`src/rtl/cal_pkg.sv`:
```
package cal_pkg;

  typedef enum logic [3:0] {
    CS_IDLE,
    CS_FORCE_ZERO,
    CS_MEAS_FREE,
    CS_FORCE_A,
    CS_MEAS_A,
    CS_FORCE_B,
    CS_MEAS_B,
    CS_COMPUTE,
    CS_DONE
  } cal_state_e;

  function automatic logic st_is_force(cal_state_e s);
    return (s == CS_FORCE_ZERO) || (s == CS_FORCE_A) || (s == CS_FORCE_B);
  endfunction

  function automatic logic st_is_meas(cal_state_e s);
    return (s == CS_MEAS_FREE) || (s == CS_MEAS_A) || (s == CS_MEAS_B);
  endfunction

  function automatic logic st_loop_open(cal_state_e s);
    return (s != CS_IDLE) && (s != CS_DONE);
  endfunction

endpackage

```
`src/rtl/cal_settle_gate.sv`:
```
module cal_settle_gate #(
  parameter int SET_W = 4
) (
  input  logic             clk,
  input  logic             rst,
  input  logic             arm,
  input  logic [SET_W-1:0] settle,
  input  logic             en,
  input  logic             vld,
  output logic             take
);

  logic [SET_W-1:0] skip_left;

  assign take = en && vld && (skip_left == '0);

  always_ff @(posedge clk) begin
    if (rst) begin
      skip_left <= '0;
    end else if (arm) begin
      skip_left <= settle;
    end else if (en && vld && (skip_left != '0)) begin
      skip_left <= skip_left - 1'b1;
    end
  end

endmodule

```
`src/rtl/cal_restoring_div.sv`:
```
module cal_restoring_div #(
  parameter int NUM_W = 16,
  parameter int DEN_W = 8
) (
  input  logic             clk,
  input  logic             rst,
  input  logic             go,
  input  logic [NUM_W-1:0] num,
  input  logic [DEN_W-1:0] den,
  output logic [NUM_W-1:0] quo,
  output logic             busy
);

  localparam int CNT_W = $clog2(NUM_W + 1);
  localparam logic [CNT_W-1:0] STEPS = CNT_W'(NUM_W);

  logic [DEN_W-1:0] rem;
  logic [NUM_W-1:0] nq;
  logic [CNT_W-1:0] steps_left;
  logic [DEN_W:0]   shifted;
  logic [DEN_W+1:0] trial;

  assign shifted = {rem, nq[NUM_W-1]};
  assign trial   = {1'b0, shifted} - {2'b00, den};
  assign quo     = nq;
  assign busy    = (steps_left != '0);

  always_ff @(posedge clk) begin
    if (rst) begin
      rem        <= '0;
      nq         <= '0;
      steps_left <= '0;
    end else if (go) begin
      rem        <= '0;
      nq         <= num;
      steps_left <= STEPS;
    end else if (busy) begin
      steps_left <= steps_left - 1'b1;
      if (!trial[DEN_W+1]) begin
        rem <= trial[DEN_W-1:0];
        nq  <= {nq[NUM_W-2:0], 1'b1};
      end else begin
        rem <= shifted[DEN_W-1:0];
        nq  <= {nq[NUM_W-2:0], 1'b0};
      end
    end
  end

endmodule

```
`src/rtl/osc_cal_seq.sv`:
```
module osc_cal_seq
  import cal_pkg::*;
#(
  parameter int CW_W      = 10,
  parameter int FREQ_W    = 16,
  parameter int SET_W     = 4,
  parameter int GAIN_FRAC = 4,
  parameter int INV_FRAC  = 12
) (
  input  logic                          clk,
  input  logic                          rst,
  input  logic                          start,
  input  logic [SET_W-1:0]              settle_cnt,
  input  logic [CW_W-1:0]               cw_a,
  input  logic [CW_W-1:0]               cw_b,
  input  logic [FREQ_W-1:0]             meas,
  input  logic                          meas_vld,
  output logic                          loop_open,
  output logic [CW_W-1:0]               force_cw,
  output logic                          busy,
  output logic                          done,
  output logic                          cal_err,
  output logic [FREQ_W-1:0]             free_freq,
  output logic [FREQ_W+GAIN_FRAC-1:0]   gain,
  output logic [CW_W+INV_FRAC-1:0]      inv_gain
);

  localparam int GNUM_W = FREQ_W + GAIN_FRAC;
  localparam int INUM_W = CW_W + INV_FRAC;

  cal_state_e st, nxt;

  logic [CW_W-1:0]   cfg_a, cfg_b;
  logic [SET_W-1:0]  cfg_set;
  logic [FREQ_W-1:0] rd_free, rd_a, rd_b;
  logic              div_go;
  logic              take;
  logic              bad_run;
  logic              g_busy, i_busy;
  logic [GNUM_W-1:0] g_quo;
  logic [INUM_W-1:0] i_quo;
  logic [FREQ_W-1:0] d_freq;
  logic [CW_W-1:0]   d_word;
  logic              commit;

  cal_settle_gate #(.SET_W(SET_W)) u_gate (
    .clk    (clk),
    .rst    (rst),
    .arm    (st_is_force(st)),
    .settle (cfg_set),
    .en     (st_is_meas(st)),
    .vld    (meas_vld),
    .take   (take)
  );

  // The run is rejected if the readings do not rise or the words are out of order
  assign bad_run = (meas <= rd_a) || (cfg_b <= cfg_a);
  assign d_freq  = rd_b - rd_a;
  assign d_word  = cfg_b - cfg_a;

  cal_restoring_div #(.NUM_W(GNUM_W), .DEN_W(CW_W)) u_div_gain (
    .clk  (clk),
    .rst  (rst),
    .go   (div_go),
    .num  ({d_freq, {GAIN_FRAC{1'b0}}}),
    .den  (d_word),
    .quo  (g_quo),
    .busy (g_busy)
  );

  cal_restoring_div #(.NUM_W(INUM_W), .DEN_W(FREQ_W)) u_div_inv (
    .clk  (clk),
    .rst  (rst),
    .go   (div_go),
    .num  ({d_word, {INV_FRAC{1'b0}}}),
    .den  (d_freq),
    .quo  (i_quo),
    .busy (i_busy)
  );

  always_comb begin
    nxt = st;
    unique case (st)
      CS_IDLE:       if (start) nxt = CS_FORCE_ZERO;
      CS_FORCE_ZERO: nxt = CS_MEAS_FREE;
      CS_MEAS_FREE:  if (take) nxt = CS_FORCE_A;
      CS_FORCE_A:    nxt = CS_MEAS_A;
      CS_MEAS_A:     if (take) nxt = CS_FORCE_B;
      CS_FORCE_B:    nxt = CS_MEAS_B;
      CS_MEAS_B:     if (take) nxt = bad_run ? CS_DONE : CS_COMPUTE;
      CS_COMPUTE:    if (!div_go && !g_busy && !i_busy) nxt = CS_DONE;
      CS_DONE:       nxt = CS_IDLE;
      default:       nxt = CS_IDLE;
    endcase
  end

  assign commit = (st == CS_COMPUTE) && (nxt == CS_DONE);

  always_ff @(posedge clk) begin
    if (rst) begin
      st      <= CS_IDLE;
      cfg_a   <= '0;
      cfg_b   <= '0;
      cfg_set <= '0;
      rd_free <= '0;
      rd_a    <= '0;
      rd_b    <= '0;
      div_go  <= 1'b0;
      cal_err <= 1'b0;
    end else begin
      st     <= nxt;
      div_go <= (st == CS_MEAS_B) && take && !bad_run;
      if (st == CS_IDLE && start) begin
        cfg_a   <= cw_a;
        cfg_b   <= cw_b;
        cfg_set <= settle_cnt;
        cal_err <= 1'b0;
      end
      if (take) begin
        case (st)
          CS_MEAS_FREE: rd_free <= meas;
          CS_MEAS_A:    rd_a    <= meas;
          CS_MEAS_B:    begin
            rd_b <= meas;
            if (bad_run) cal_err <= 1'b1;
          end
          default: ;
        endcase
      end
    end
  end

  // Outputs are registered from the next state so they line up with st
  always_ff @(posedge clk) begin
    if (rst) begin
      loop_open <= 1'b0;
      force_cw  <= '0;
      busy      <= 1'b0;
      done      <= 1'b0;
    end else begin
      loop_open <= st_loop_open(nxt);
      busy      <= (nxt != CS_IDLE);
      done      <= (nxt == CS_DONE);
      case (nxt)
        CS_FORCE_A, CS_MEAS_A:              force_cw <= cfg_a;
        CS_FORCE_B, CS_MEAS_B, CS_COMPUTE:  force_cw <= cfg_b;
        default:                            force_cw <= '0;
      endcase
    end
  end

  always_ff @(posedge clk) begin
    if (rst) begin
      free_freq <= '0;
      gain      <= '0;
      inv_gain  <= '0;
    end else if (commit) begin
      free_freq <= rd_free;
      gain      <= g_quo;
      inv_gain  <= i_quo;
    end
  end

endmodule

```
`config.mk`:
```
export PLATFORM = sky130hd
export DESIGN_NAME = osc_cal_seq
export DESIGN_NICKNAME = d
export VERILOG_FILES = /design/src/rtl/cal_pkg.sv /design/src/rtl/cal_settle_gate.sv /design/src/rtl/cal_restoring_div.sv /design/src/rtl/osc_cal_seq.sv
export SDC_FILE = /design/constraint.sdc
export NUM_CORES = 1
export LEC_CHECK = 0
export BUFFER_PORTS_ARGS = -buffer_cell sky130_fd_sc_hd__buf_2
export CORE_UTILIZATION = 54
export DETAILED_ROUTE_END_ITERATION = 8
export GPL_TIMING_DRIVEN = 1
export PLACE_DENSITY = 0.77
export SYNTH_ARGS = -nofsm -noshare
export SYNTH_HDL_FRONTEND = slang
export SYNTH_SLANG_ARGS = --single-unit
```
`constraint.sdc`:
```
create_clock -name clk -period 4.2 [get_ports clk]
set_input_delay 0.42 -clock clk [delete_from_list [all_inputs] [get_ports clk]]
set_output_delay 0.42 -clock clk [all_outputs]
set_load 0.005 [all_outputs]
```
Word-level counts from Yosys, hierarchy flattened. Cells that the tools add are included.

Muxes and demuxes: 26. Equality and inequality tests: 14. $lt $le $gt $ge: 2. Reduce and logical (&&, ||, !) cells: 34. Add/sub/neg operators: 7.

Operators with widths (number): $mux W22 (2); $mux W20 (2); $eq A4 B3 Y1 const B (8); $mux W4 (8); $pmux W4 S8 (1); $mux W5 (4); $pmux W10 S2 (1); $sub A17 B16 Y18 (1); $le A16 B16 Y1 (1); $mux W16 (1); $sub A16 B16 Y16 (1); $eq A4 B2 Y1 const B (3); $sub A11 B10 Y12 (1); $le A10 B10 Y1 (1); $logic_and A1 B1 Y1 (10); $mux W10 (1); $reduce_bool A5 Y1 (2); $sub A10 B10 Y10 (1); $sub A5 B1 Y5 const B (2); $logic_not A4 Y1 (2); $reduce_bool A4 Y1 (2); $mux W1 (6); $reduce_and A2 Y1 (3); $reduce_bool A2 Y1 (3); 8 further kinds (16).

Word-level logic and storage cells: 110. Output and inout port bits: 72. Flip-flop bits (word level): 231.

Depth between registers and ports, before layout. Gate-level depths: netlist (run 1).

Word-level depth: 10. Depth in mapped cells: 18.

By module. A second synthesis (run 1) with hierarchy kept.

Cells, all modules: 1558. Area total of the unflattened synthesis: 11995.3 um2.

Modules (own cells, without submodules): osc_cal_seq (area an instance 6972.9 um2, seq. area each 2982.9 um2, times used 1, cells each 890); cal_restoring_div (u_div_inv) (area an instance 2716.4 um2, seq. area each 860.8 um2, times used 1, cells each 374); cal_restoring_div (u_div_gain) (area an instance 2065.7 um2, seq. area each 700.7 um2, times used 1, cells each 264); cal_settle_gate (area an instance 240.2 um2, seq. area each 80.1 um2, times used 1, cells each 30).

Least setup slack after synthesis (run 1). No wires, ideal clock.

Path type: reg-to-reg. Start: reg rd_a[0]. End: reg u_div_inv.rem[12]. Arrival time: 3.800 ns. Slack: 0.264 ns. Setup time: 0.136 ns. Cell stages (with the launch flop): 18. Buffers on the path: 1. Cells stage by stage: dfxtp_1 ha_1 inv_1 fa_1 a211o_1 a21oi_1 o21ai_0 a21oi_1 xor2_1 ha_1 and2_1 a311o_1 o2111a_1 o21a_1 o311a_1 buf_2 o21ai_0 a31oi_1.

Cells in the longest elaborated chain, start to end: 3.

RTL lines: start, declared (RTL line osc_cal_seq.sv:35) `logic [FREQ_W-1:0] rd_free, rd_a, rd_b;`; start signal, assigned (RTL line osc_cal_seq.sv:122) `CS_MEAS_A: rd_a <= meas;`; $sub A16 B16 Y16 (RTL line osc_cal_seq.sv:58) `assign d_freq = rd_b - rd_a;`; $sub A17 B16 Y18 (RTL line cal_restoring_div.sv:24) `assign trial = {1'b0, shifted} - {2'b00, den};`; $mux W16 (RTL line cal_restoring_div.sv:39) `if (!trial[DEN_W+1]) begin`; end signal, assigned (RTL line cal_restoring_div.sv:40) `rem <= trial[DEN_W-1:0];`; end signal, assigned (RTL line cal_restoring_div.sv:43) `rem <= shifted[DEN_W-1:0];`; end, declared (RTL line cal_restoring_div.sv:17) `logic [DEN_W-1:0] rem;`.

No other way between the ends. A chain may end at the register's enable or synchronous reset.

Worst setup path after layout (run 1).
Start: reg rd_b[0]. End: reg u_div_inv.rem[15].

Cells in the longest elaborated chain, start to end: 3.

RTL lines: start, declared (RTL line osc_cal_seq.sv:35); start signal, assigned (RTL line osc_cal_seq.sv:124) `rd_b <= meas;`; $sub A16 B16 Y16 (RTL line osc_cal_seq.sv:58); $sub A17 B16 Y18 (RTL line cal_restoring_div.sv:24); $mux W16 (RTL line cal_restoring_div.sv:39).

No other way between the ends.

==> out/summary.txt, run 1 <==
Worst clock skew: 0.02033 ns
CP Max Fanout: 4
CP Data Required Time: 4.59 ns
Final min period: 4.014 ns
Hold Path Class: in -> reg
Fin nets: 1649
Fin crit share: 95.58%
Comb power frac: 34.3%
TritonCTS Sinks: 231
Initial core utilization: 55.06%
Switching share of power: 35.25%
Routed vias: 10350
Tightest Pin Transition: 1.190 ns
I/O Buffers: 115
Critical Path AT: 4.40 ns
Number of synthesized register bits: 231
Reg clk slew, reported paths: 0.06 ns
Largest stage delay, worst path: 0.38 ns
H-tree depth: 1
Minimum hold slack: 0.1289 ns
Die footprint: 21960 um2
RSZ-0062 raised after global routing: true
Netlist Area Pre-Place: 11540 um2
Pint: 4.700 mW
Max IR drop VDD: 0.3980 mV
Mapped Cells: 1452
CTS Hold Buffers Added: 0
Top-Level Pins: 116
DP Wirelength: 19600 um
Postcts setup bufs: 0
Clock share of power: 31.4%
Core Box Area: 20960 um2
Leakage: 5.111 nW
Slowest CP cell: fa_1
Multi-input logic area: 6427 um2
CTS Buf Count: 25
Die H: 148.2 um
Sequential cell area: 4626 um2
Antenna cells: 0
Site Rows: 53
Pin count of the biggest net entering global routing: 103
Power Dens Cells: 550.2 nW/um2
Layout cells sized above 1: 13.50%
Antenna violations before repair: 0
Final core utilization: 62.96%
Post-synthesis area per instance: 7.947 um2
Vias in the first global route: 9325
Fin. max-slew vios: 0
First-pass GRT wire length: 45620 um
Cell variety after synth: 69
DRC viols: 0
DRT iter0 DRCs: 625
Most used flip-flop cell after synthesis: dfxtp_1
MaxCap Viol Count: 0
Root buf cell: clkbuf_16
Startpoint Class: flip-flop
Routed Antenna Nets: 0
Synth Warn #: 0
Fmax: 249.1 MHz
Clock Path Buffers: 3
Outcome: complete, no violations
CP bufs+invs: 2
Die W: 148.2 um
Synth-to-Final Area Change: 14.34%
Clk Latency, worst-skew pair: 0.53 ns
Final setup fails: 0
CP Capture Type: flip-flop
Sequential share of power: 34.3%
Post-synthesis sequential area ratio: 40.08%
Async S/R FF share, synth: 0%
Post-DR vias/cell: 5.679
Final GP Congestion: 0.8966
Post-Route WL: 28290 um
Gr usage total: 25.28%
Syn Nets: 1571
Crit-path cells: inv_1, ha_1, inv_1, fa_1, a211o_1, a21oi_2, o21ai_0, a21oi_1, xor2_1, ha_1, and2_1, a311o_1, o2111a_1, o21a_2, o31a_1, a2111oi_1, a311oi_1
Post-synth EDFFs: 0
Wire per inst: 15.52 um
FILL cells: 1844
Hold Fails Final Rpt: 0
CTS tree: done
Detailed Routing Iterations Pass 1: 5
Overall Power: 7.259 mW
Gr ovfl total: 0
Top delay family on crit path: compound AO/OA/AOI/OAI gates
Slew Limit Headroom: 20.65%
Sw power: 2.559 mW
CP Class: reg -> reg
-- routing by layer --
metal	share of wire (%)	vias to the layer above	track usage, %
li1	-	5185	-
met1	46	4834	34.46
met2	47	292	42.51
met3	5.7	42	2.975
met4	1.8	0	6.186
met5	0	-	0
-- state kept, by name, indices dropped and copies added (netlist names), 4 cells and up --
| register | count |
|---|---|
| rd_free | 16 |
| cfg_a | 10 |
| rd_a | 16 |
| free_freq | 16 |
| u_div_inv.quo | 22 |
| u_div_gain.quo | 20 |
| u_div_inv.steps_left | 5 |
| force_cw | 10 |
| gain | 20 |
| u_gate.skip_left | 4 |
| u_div_gain.rem | 10 |
| inv_gain | 22 |
| u_div_inv.rem | 16 |
| u_div_gain.steps_left | 5 |
| cfg_set | 4 |
| rd_b | 16 |
| st | 4 |
| cfg_b | 10 |
-- worst register-to-register path: stages (launching register included) --
cell	delay, ns
dfxtp_1	0.31
inv_1	0.05
ha_1	0.16
inv_1	0.06
fa_1	0.38
a211o_1	0.28
a21oi_2	0.14
o21ai_0	0.13
a21oi_1	0.17
xor2_1	0.23
ha_1	0.28
and2_1	0.17
a311o_1	0.33
o2111a_1	0.18
o21a_2	0.26
o31a_1	0.33
a2111oi_1	0.36
a311oi_1	0.08
-- placed cells by master (no fill, tap or decap), types with 4 or more instances in the layout --
cell type / synthesis / routed
nand2_1: 349 / 349
dfxtp_1: 231 / 230
a21oi_1: 185 / 184
buf_2: 13 / 114
nor2_1: 74 / 72
ha_1: 71 / 71
o21ai_0: 53 / 52
inv_1: 49 / 49
nand3_1: 38 / 38
a211oi_1: 33 / 33
and3_1: 31 / 31
xnor2_1: 29 / 29
clkbuf_16: 0 / 25
nor3_1: 23 / 23
buf_4: 0 / 20
mux2i_1: 19 / 19
xor2_1: 16 / 16
a31oi_1: 13 / 13
o211ai_1: 12 / 12
nand2b_1: 11 / 11
a22o_1: 10 / 10
nor2b_1: 9 / 9
o21a_1: 9 / 8
a21o_1: 8 / 8
nand4_1: 8 / 8
or2_2: 7 / 7
a311oi_1: 6 / 6
or3_1: 5 / 5
clkbuf_8: 0 / 5
a211o_1: 4 / 4
a2111oi_0: 5 / 4
fa_1: 4 / 4
clkinv_2: 0 / 4
clkinvlp_4: 0 / 4
-- cell type report --
class / count / area share, %
well taps: 275 / 2.608
multi-input cells: 1086 / 48.72
clock buffers: 33 / 5.349
flip-flops and latches: 231 / 35.06
repair buffers: 137 / 5.719
inverters: 49 / 1.394
clock inverters: 12 / 1.148
-- synthesized netlist by cell type, types with 9 or more instances --
| master | count | area (um2) |
|---|---|---|
| and3_1 | 31 | 193.9 |
| a21oi_1 | 185 | 925.9 |
| inv_1 | 49 | 183.9 |
| o21a_1 | 9 | 67.56 |
| nor2b_1 | 9 | 56.30 |
| nor2_1 | 74 | 277.8 |
| o211ai_1 | 12 | 90.09 |
| nand2_1 | 349 | 1310 |
| a211oi_1 | 33 | 247.7 |
| clkbuf_1 | 68 | 255.2 |
| buf_2 | 13 | 65.06 |
| ha_1 | 71 | 888.4 |
| xnor2_1 | 29 | 254.0 |
| nand3_1 | 38 | 190.2 |
| nand2b_1 | 11 | 68.82 |
| a22o_1 | 10 | 87.58 |
| a31oi_1 | 13 | 81.33 |
| o21ai_0 | 53 | 265.3 |
| nor3_1 | 23 | 115.1 |
| mux2i_1 | 19 | 190.2 |
| xor2_1 | 16 | 140.1 |
| dfxtp_1 | 231 | 4624 |
-- per-stage QoR --
stage	std cells	TNS, ns	instance area, um2	worst slack (ns)
finish	1823	0	13190	0.1858
global placement	1778	0	12300	0.03851
floorplan	1452	0	11540	0.2639
detailed placement	1778	-0.2324	12300	-0.06649
global route	1823	-0.01289	13190	-0.01219
CTS	1823	0	13160	0.03357
-- path summary, 6_finish.rpt --
check                      from                end  slack [ns]  depth (start not counted)
hold / removal    settle_cnt[3]         cfg_set[3]        0.13                          3
setup reg to reg        rd_b[0]  u_div_inv.rem[15]        0.19                         17
hold reg to reg    inv_gain[21]       inv_gain[21]        0.45                          2
setup / recovery        rd_b[0]  u_div_inv.rem[15]        0.19                         17
-- power by group through the flow --
| stage | clock network, mW | registers, mW | logic, mW |
|---|---|---|---|
| after CTS | 2.31 | 2.48 | 2.40 |
| after global routing | 2.41 | 2.51 | 2.75 |
| after detailed placement | 0 | 2.53 | 2.38 |
| after floorplan | 0 | 2.48 | 1.88 |
| after global placement | 0 | 2.53 | 2.33 |
| final | 2.28 | 2.49 | 2.49 |
-- cells by family (layout without fill, tap and decap cells) --
kind of cell / count (synthesis) / in the layout / share of synthesized area (%)
compound gates: 369 / 369 / 20.01
xor+xnor: 45 / 45 / 3.416
fa+ha+maj: 75 / 75 / 8.393
buf+inv: 135 / 231 / 4.598
flops: 231 / 231 / 40.08
mux: 21 / 21 / 1.843
simple gates: 576 / 576 / 21.67
-- timing repair --
item	4_1_cts	5_1_grt
setup endpoints to repair	4	17
pin swaps	0	5
gates resized for setup	2	11
No activity file was read; power rests on OpenSTA's default activity.
==> run 2, diff against run 1 <==
--- a/config.mk
+++ b/config.mk
@@ -6,10 +6,11 @@
 export NUM_CORES = 1
 export LEC_CHECK = 0
 export BUFFER_PORTS_ARGS = -buffer_cell sky130_fd_sc_hd__buf_2
-export CORE_UTILIZATION = 54
+export CAP_MARGIN = 20
+export CORE_UTILIZATION = 56
 export DETAILED_ROUTE_END_ITERATION = 8
 export GPL_TIMING_DRIVEN = 1
-export PLACE_DENSITY = 0.77
+export PLACE_DENSITY = 0.76
 export SYNTH_ARGS = -nofsm -noshare
 export SYNTH_HDL_FRONTEND = slang
 export SYNTH_SLANG_ARGS = --single-unit
==> constraint.sdc (replaced) <==
create_clock -name clk -period 4.6 [get_ports clk]
set_input_delay 0.46 -clock clk [delete_from_list [all_inputs] [get_ports clk]]
set_output_delay 0.46 -clock clk [all_outputs]
set_load 0.005 [all_outputs]
==> run 2 against run 1 <==
Against the previous run:
- the flow now finishes with violations (DRC)
- first-iteration DRC count increased by 12%
- worst hold slack improved by 0.033 ns
- combinational power decreased by 10%
- sequential share of layout area about the same
- final cell count decreased by 0.77%
- critical path depth decreased by 1
- non-clock buffer count decreased by 7
- die area decreased by 3.5%
- maximum frequency decreased by 7.6%
- sequential power decreased by 8.8%
- critical path type unchanged
- largest cell class unchanged
==> out/summary.txt, run 2 (synthesis results as in run 1) <==
Layout cells sized above 1: 12.93% (-0.57 points)
Dpl cell area: 12250 um2 (-0.38%)
Sw power: 2.341 mW (-8.5%)
CP Max Fanout: 4 (unchanged)
CTS Hold Buffers Added: 0 (unchanged)
Wire per inst: 15.64 um (+0.76%)
WHS Path Cells: 3 (unchanged)
Critical Path AT: 4.71 ns (+0.31 ns)
Hold Path Class: in -> reg
Pin count of the biggest net entering global routing: 120 (+17%)
Minimum hold slack: 0.1616 ns (+0.03264 ns)
Routed vias: 10360 (+0.11%)
Outcome: finished with violations
Setup TNS: 0 ns (unchanged)
Die W: 145.5 um (-1.8%)
Overall Power: 6.695 mW (-7.8%)
CP Data Required Time: 4.97 ns (+0.38 ns)
CP Class: reg -> reg
Core Box Area: 20230 um2 (-3.4%)
Gr usage total: 26.26% (+0.98 points)
DRC viols: 2 (+2)
MaxCap Viol Count: 0 (unchanged)
Die footprint: 21180 um2 (-3.5%)
Antenna violations before repair: 0 (unchanged)
Post-DR vias/cell: 5.729 (+0.88%)
I/O Buffers: 115 (unchanged)
Fin area: 13170 um2 (-0.15%)
First-pass GRT wire length: 46710 um (+2.4%)
TritonCTS Sinks: 231 (unchanged)
Vias in the first global route: 9552 (+2.4%)
Fin. max-slew vios: 0 (unchanged)
Sequential share of power: 34.0% (-0.3 points)
R2r endpoint: u_div_inv.rem[15]
Worst Setup SP: rd_a[0]
Power Dens Cells: 508.2 nW/um2 (-7.6%)
Post-Route WL: 28290 um (about the same)
Root buf cell: clkbuf_16
Tightest Pin Transition: 1.087 ns (-0.1035 ns)
DP Wirelength: 19430 um (-0.87%)
Final GP Congestion: 0.9288 (+3.6%)
Max IR drop VDD: 0.2724 mV (-32%)
Clk Latency, worst-skew pair: 0.53 ns (about the same)
Pint: 4.353 mW (-7.4%)
DRT iter0 DRCs: 703 (+12%)
Clock Path Buffers: 3 (unchanged)
Fin crit share: 94.42% (-1.2 points)
Synth-to-Final Area Change: 14.16%
Die H: 145.5 um (-1.8%)
Most frequent cells in the layout: nand2_1 (349), dfxtp_1 (231), a21oi_1 (185), buf_2 (114), nor2_1 (72)
Slew Limit Headroom: 27.35% (+6.7 points)
Top-Level Pins: 116 (unchanged)
Startpoint Class: flip-flop
Final min period: 4.343 ns (+0.3291 ns)
Clock share of power: 32.7% (+1.3 points)
Reg clk slew, reported paths: 0.06 ns (about the same)
Switching share of power: 34.97% (-0.28 points)
Antenna cells: 0 (unchanged)
Placed Instances: 1765 (-0.73%)
Comb power frac: 33.3% (-1.0 points)
Violated checks: DRC
RSZ-0062 raised after global routing: false
Fmax: 230.2 MHz (-7.6%)
Final setup fails: 0 (unchanged)
Commonest non-fill, non-tap cell in the layout: nand2_1
Site Rows: 52 (-1.9%)
Critical path endpoint: u_div_inv.rem[15]
Leakage: 5.107 nW (about the same)
R2R cell count: 16 (-1)
CTS Buf Count: 25 (unchanged)
Fin nets: 1642 (-0.42%)
Routed Antenna Nets: 0 (unchanged)
CP Capture Type: flip-flop
Worst clock skew: 0.02023 ns (-0.00009590 ns)
Non-filler cells, final: 1809 (-0.77%)
Initial core utilization: 57.02% (+2.0 points)
Detailed Routing Iterations Pass 1: 7 (+2)
R2R Setup Slk: 0.26 ns (+0.07 ns)
Startpoint of the worst register-to-register path: rd_a[0]
CTS tree: done
H-tree depth: 1 (unchanged)
Gr ovfl total: 0 (unchanged)
Hold Fails Final Rpt: 0 (unchanged)
[run 2: how the worst min path moves through the flow]
stage / start / end
after floorplan: u_div_inv.quo[21] / inv_gain[21]
after global placement: rd_free[4] / rd_free[4]
after detailed placement: gain[1] / gain[1]
after CTS: settle_cnt[0] / cfg_set[0]
after global routing: cw_a[5] / cfg_a[5]
final: settle_cnt[0] / cfg_set[0]
[run 2: final cells by class]
cell class,instances,area (um2)
well taps,270,337.8
clock buffers,29,660.6
multi-input cells,1086,6422
clock inverters,14,229.0
flip-flops and latches,231,4624
fillers,1724,7062
inverters,49,183.9
repair buffers,130,714.4
[run 2: timing repair]
action | in CTS | in global routing
gates resized for setup | 0 | 8
endpoints found under the hold margin | 0 | 0
endpoints found under the setup margin | 0 | 16
buffers inserted | 0 | 1
[run 2: layer usage]
metal  vias up  GRT usage (%)  wire length [um]
li1       5170              -                 -
met1      4849          36.65             13230
met2       292          42.67             12890
met3        53          3.103              1453
met4         0          7.789               712
met5         -              0                 0
[run 2: stage by stage]
| stage | utilization, % | setup WS (ns) |
|---|---|---|
| 2_1_floorplan | - | 0.6639 |
| 3_3_place_gp | 60.40 | 0.2962 |
| 3_5_place_dp | 60.54 | 0.1137 |
| 4_1_cts | 64.93 | 0.1040 |
| 5_1_grt | 65.10 | 0.02777 |
| 6_report | 65.10 | 0.2567 |
[run 2: power by group through the flow]
stage	Clock, mW	Sequential [mW]	Combinational [mW]
floorplan	0	2.27	1.72
global placement	0	2.31	2.08
detailed placement	0	2.31	2.13
CTS	2.22	2.27	2.15
global route	2.30	2.29	2.47
finish	2.19	2.27	2.23
[run 2: critical path, stage by stage (launching register included)]
cell and delay (ns):
dfxtp_1 0.37, ha_1 0.18, inv_1 0.05, fa_1 0.42, a211o_1 0.29, a21oi_1 0.20, o21ai_1 0.15, a21oi_1 0.20
xor2_1 0.21, ha_1 0.31, and2_1 0.20, a311o_1 0.33, o2111a_1 0.18, o21a_1 0.28, o31a_1 0.35, a2111oi_0 0.38
a311oi_1 0.08
==> run 3, diff against run 2 <==
==> constraint.sdc (replaced) <==
create_clock -name clk -period 4.8 [get_ports clk]
set_input_delay 0.48 -clock clk [delete_from_list [all_inputs] [get_ports clk]]
set_output_delay 0.48 -clock clk [all_outputs]
set_load 0.005 [all_outputs]
==> run 3 against run 2 <==
Against the previous run:
- routed wire length down 0.86%
- largest power group is now clock
- clock skew is 0.010 ns lower
- critical path type unchanged
- the flow still finishes with violations (DRC)
- die area unchanged
- utilization up 0.35 points
- critical path depth unchanged
- first-iteration DRC count decreased by 5.3%
- worst hold slack improved by 0.027 ns
==> out/summary.txt, run 3 (synthesis results as in run 1) <==
Outcome: finished with violations
Violated checks: DRC
Synth-to-Final Area Change: 14.77%
CTS tree: done
Final min period: 4.434 ns (+0.09087 ns)
Power Dens Cells: 489.8 nW/um2 (-3.6%)
Reg clk slew, reported paths: 0.07 ns (about the same)
Overall Power: 6.487 mW (-3.1%)
Antenna cells: 0 (unchanged)
Wire per inst: 15.48 um (-0.97%)
Top-Level Pins: 116 (unchanged)
Vias in the first global route: 9564 (+0.13%)
CP Max Fanout: 13 (+9)
Placed Instances: 1763 (-0.11%)
Post-DR vias/cell: 5.674 (-0.97%)
Site Rows: 52 (unchanged)
Commonest non-fill, non-tap cell in the layout: nand2_1
Pre-CTS WS: 0.3182 ns (+0.2045 ns)
Non-filler cells, final: 1811 (+0.11%)
Fin. max-slew vios: 0 (unchanged)
Most frequent cells in the layout: nand2_1 (349), dfxtp_1 (231), a21oi_1 (185), buf_2 (114), nor2_1 (72)
DRT iter0 DRCs: 666 (-5.3%)
Crit-path cells: ha_1, inv_1, fa_1, a211o_1, a21oi_1, o21ai_0, a21oi_1, xor2_1, ha_1, and2_1, a311oi_1, a21oi_1, o21a_1, o311a_2, o21ai_0, a31oi_1
TritonCTS Sinks: 231 (unchanged)
Worst clock skew: 0.009940 ns (-0.01029 ns)
Routed Antenna Nets: 0 (unchanged)
Fmax: 225.5 MHz (-2.0%)
Fin nets: 1641 (-0.061%)
Gr usage total: 26.10% (-0.16 points)
Setup WS post-layout: 0.3659 ns (+0.1091 ns)
CP Data Required Time: 5.18 ns (+0.21 ns)
Root buf cell: clkbuf_16
Die footprint: 21180 um2 (unchanged)
Clk Latency, worst-skew pair: 0.53 ns (about the same)
Antenna violations before repair: 0 (unchanged)
Post-Route WL: 28040 um (-0.86%)
Hold Fails Final Rpt: 0 (unchanged)
Fin area: 13240 um2 (+0.53%)
Slew Limit Headroom: 32.67% (+5.3 points)
Max IR drop VDD: 0.3183 mV (+17%)
Fin crit share: 92.38% (-2.0 points)
Clock Path Buffers: 3 (unchanged)
H-tree depth: 1 (unchanged)
Detailed Routing Iterations Pass 1: 7 (unchanged)
Die W: 145.5 um (unchanged)
FILL cells: 1686 (-2.2%)
Largest stage delay, worst path: 0.54 ns (+0.12 ns)
Routed vias: 10280 (-0.86%)
I/O Buffers: 115 (unchanged)
Most numerous cell on the critical path: a21oi_1
Die H: 145.5 um (unchanged)
Slowest CP cell: o311a_2
Final core utilization: 65.45% (+0.35 points)
Final GP Congestion: 0.9236 (-0.56%)
Multi-input logic area: 6406 um2 (-0.25%)
MaxCap Viol Count: 0 (unchanged)
First-pass GRT wire length: 46460 um (-0.53%)
Core Box Area: 20230 um2 (unchanged)
Pin count of the biggest net entering global routing: 110 (-8.3%)
DRC viols: 2 (unchanged)
Startpoint Class: flip-flop
CP bufs+invs: 1 (unchanged)
Final setup fails: 0 (unchanged)
Leakage: 5.132 nW (+0.49%)
Tightest Pin Transition: 1.006 ns (-0.08039 ns)
Sequential cell area: 4624 um2 (unchanged)
DP Wirelength: 19230 um (-0.99%)
Top delay family on crit path: compound AO/OA/AOI/OAI gates
Hold Path Class: in -> reg
Dpl cell area: 12230 um2 (-0.12%)
Minimum hold slack: 0.1881 ns (+0.02656 ns)
Setup TNS: 0 ns (unchanged)
Initial core utilization: 57.02% (unchanged)
CTS Hold Buffers Added: 0 (unchanged)
Gr ovfl total: 0 (unchanged)
Critical Path AT: 4.81 ns (+0.10 ns)
CP Capture Type: flip-flop
CTS Buf Count: 26 (+4.0%)
CP Class: reg -> reg
Layout cells sized above 1: 12.91% (-0.017 points)
==> run 3: cell count changes in the layout (fill, tap and decap cells not counted), moves of 2 or more <==
cell,delta
buf_4,-3
clkbuf_16,+2
clkbuf_8,+2
clkinv_2,-3
clkinvlp_4,+2
o21ai_0,+3
o21ai_1,-3
==> run 3: final timing paths <==
check	from	end	slack (ns)	cells after the start
max	rd_a[0]	u_div_inv.rem[8]	0.37	16
min	settle_cnt[2]	cfg_set[2]	0.19	3
max reg2reg	rd_a[0]	u_div_inv.rem[8]	0.37	16
min reg2reg	inv_gain[1]	inv_gain[1]	0.45	2
==> run 3: per-layer routing <==
layer,share of wire [%],GRT usage [%],up-vias
met1,47,35.95,4776
met3,5.7,3.699,36
met2,45,42.55,287
met5,0,0,-
met4,2.2,7.632,0
li1,-,-,5176
==> run 3: layout make-up <==
| cell class | count | share of cell area [%] |
|---|---|---|
| clock inverter | 13 | 1.729 |
| clock buffer | 34 | 5.603 |
| inverter | 49 | 1.389 |
| multi-input combinational | 1086 | 48.37 |
| timing repair buffer | 128 | 5.433 |
| tap | 270 | 2.551 |
| sequential | 231 | 34.92 |
==> run 3: power by group <==
part	total (mW)	internal, mW	leakage, nW	switching (mW)
registers	2.18	2.06	1.87	0.120
clock network	2.23	1.41	0.463	0.817
logic	2.08	0.773	2.80	1.31
total	6.49	4.24	5.13	2.24
==> run 3: timing repair <==
action / 4_1_cts / 5_1_grt
setup buffers: 0 / 0
resized for setup: 0 / 3
setup endpoints to repair: 0 / 16
==> run 3: tightest hold or removal path, stage by stage <==
cell and delay (ns):
buf_2 0.10, nand2_1 0.05, a21oi_1 0.05
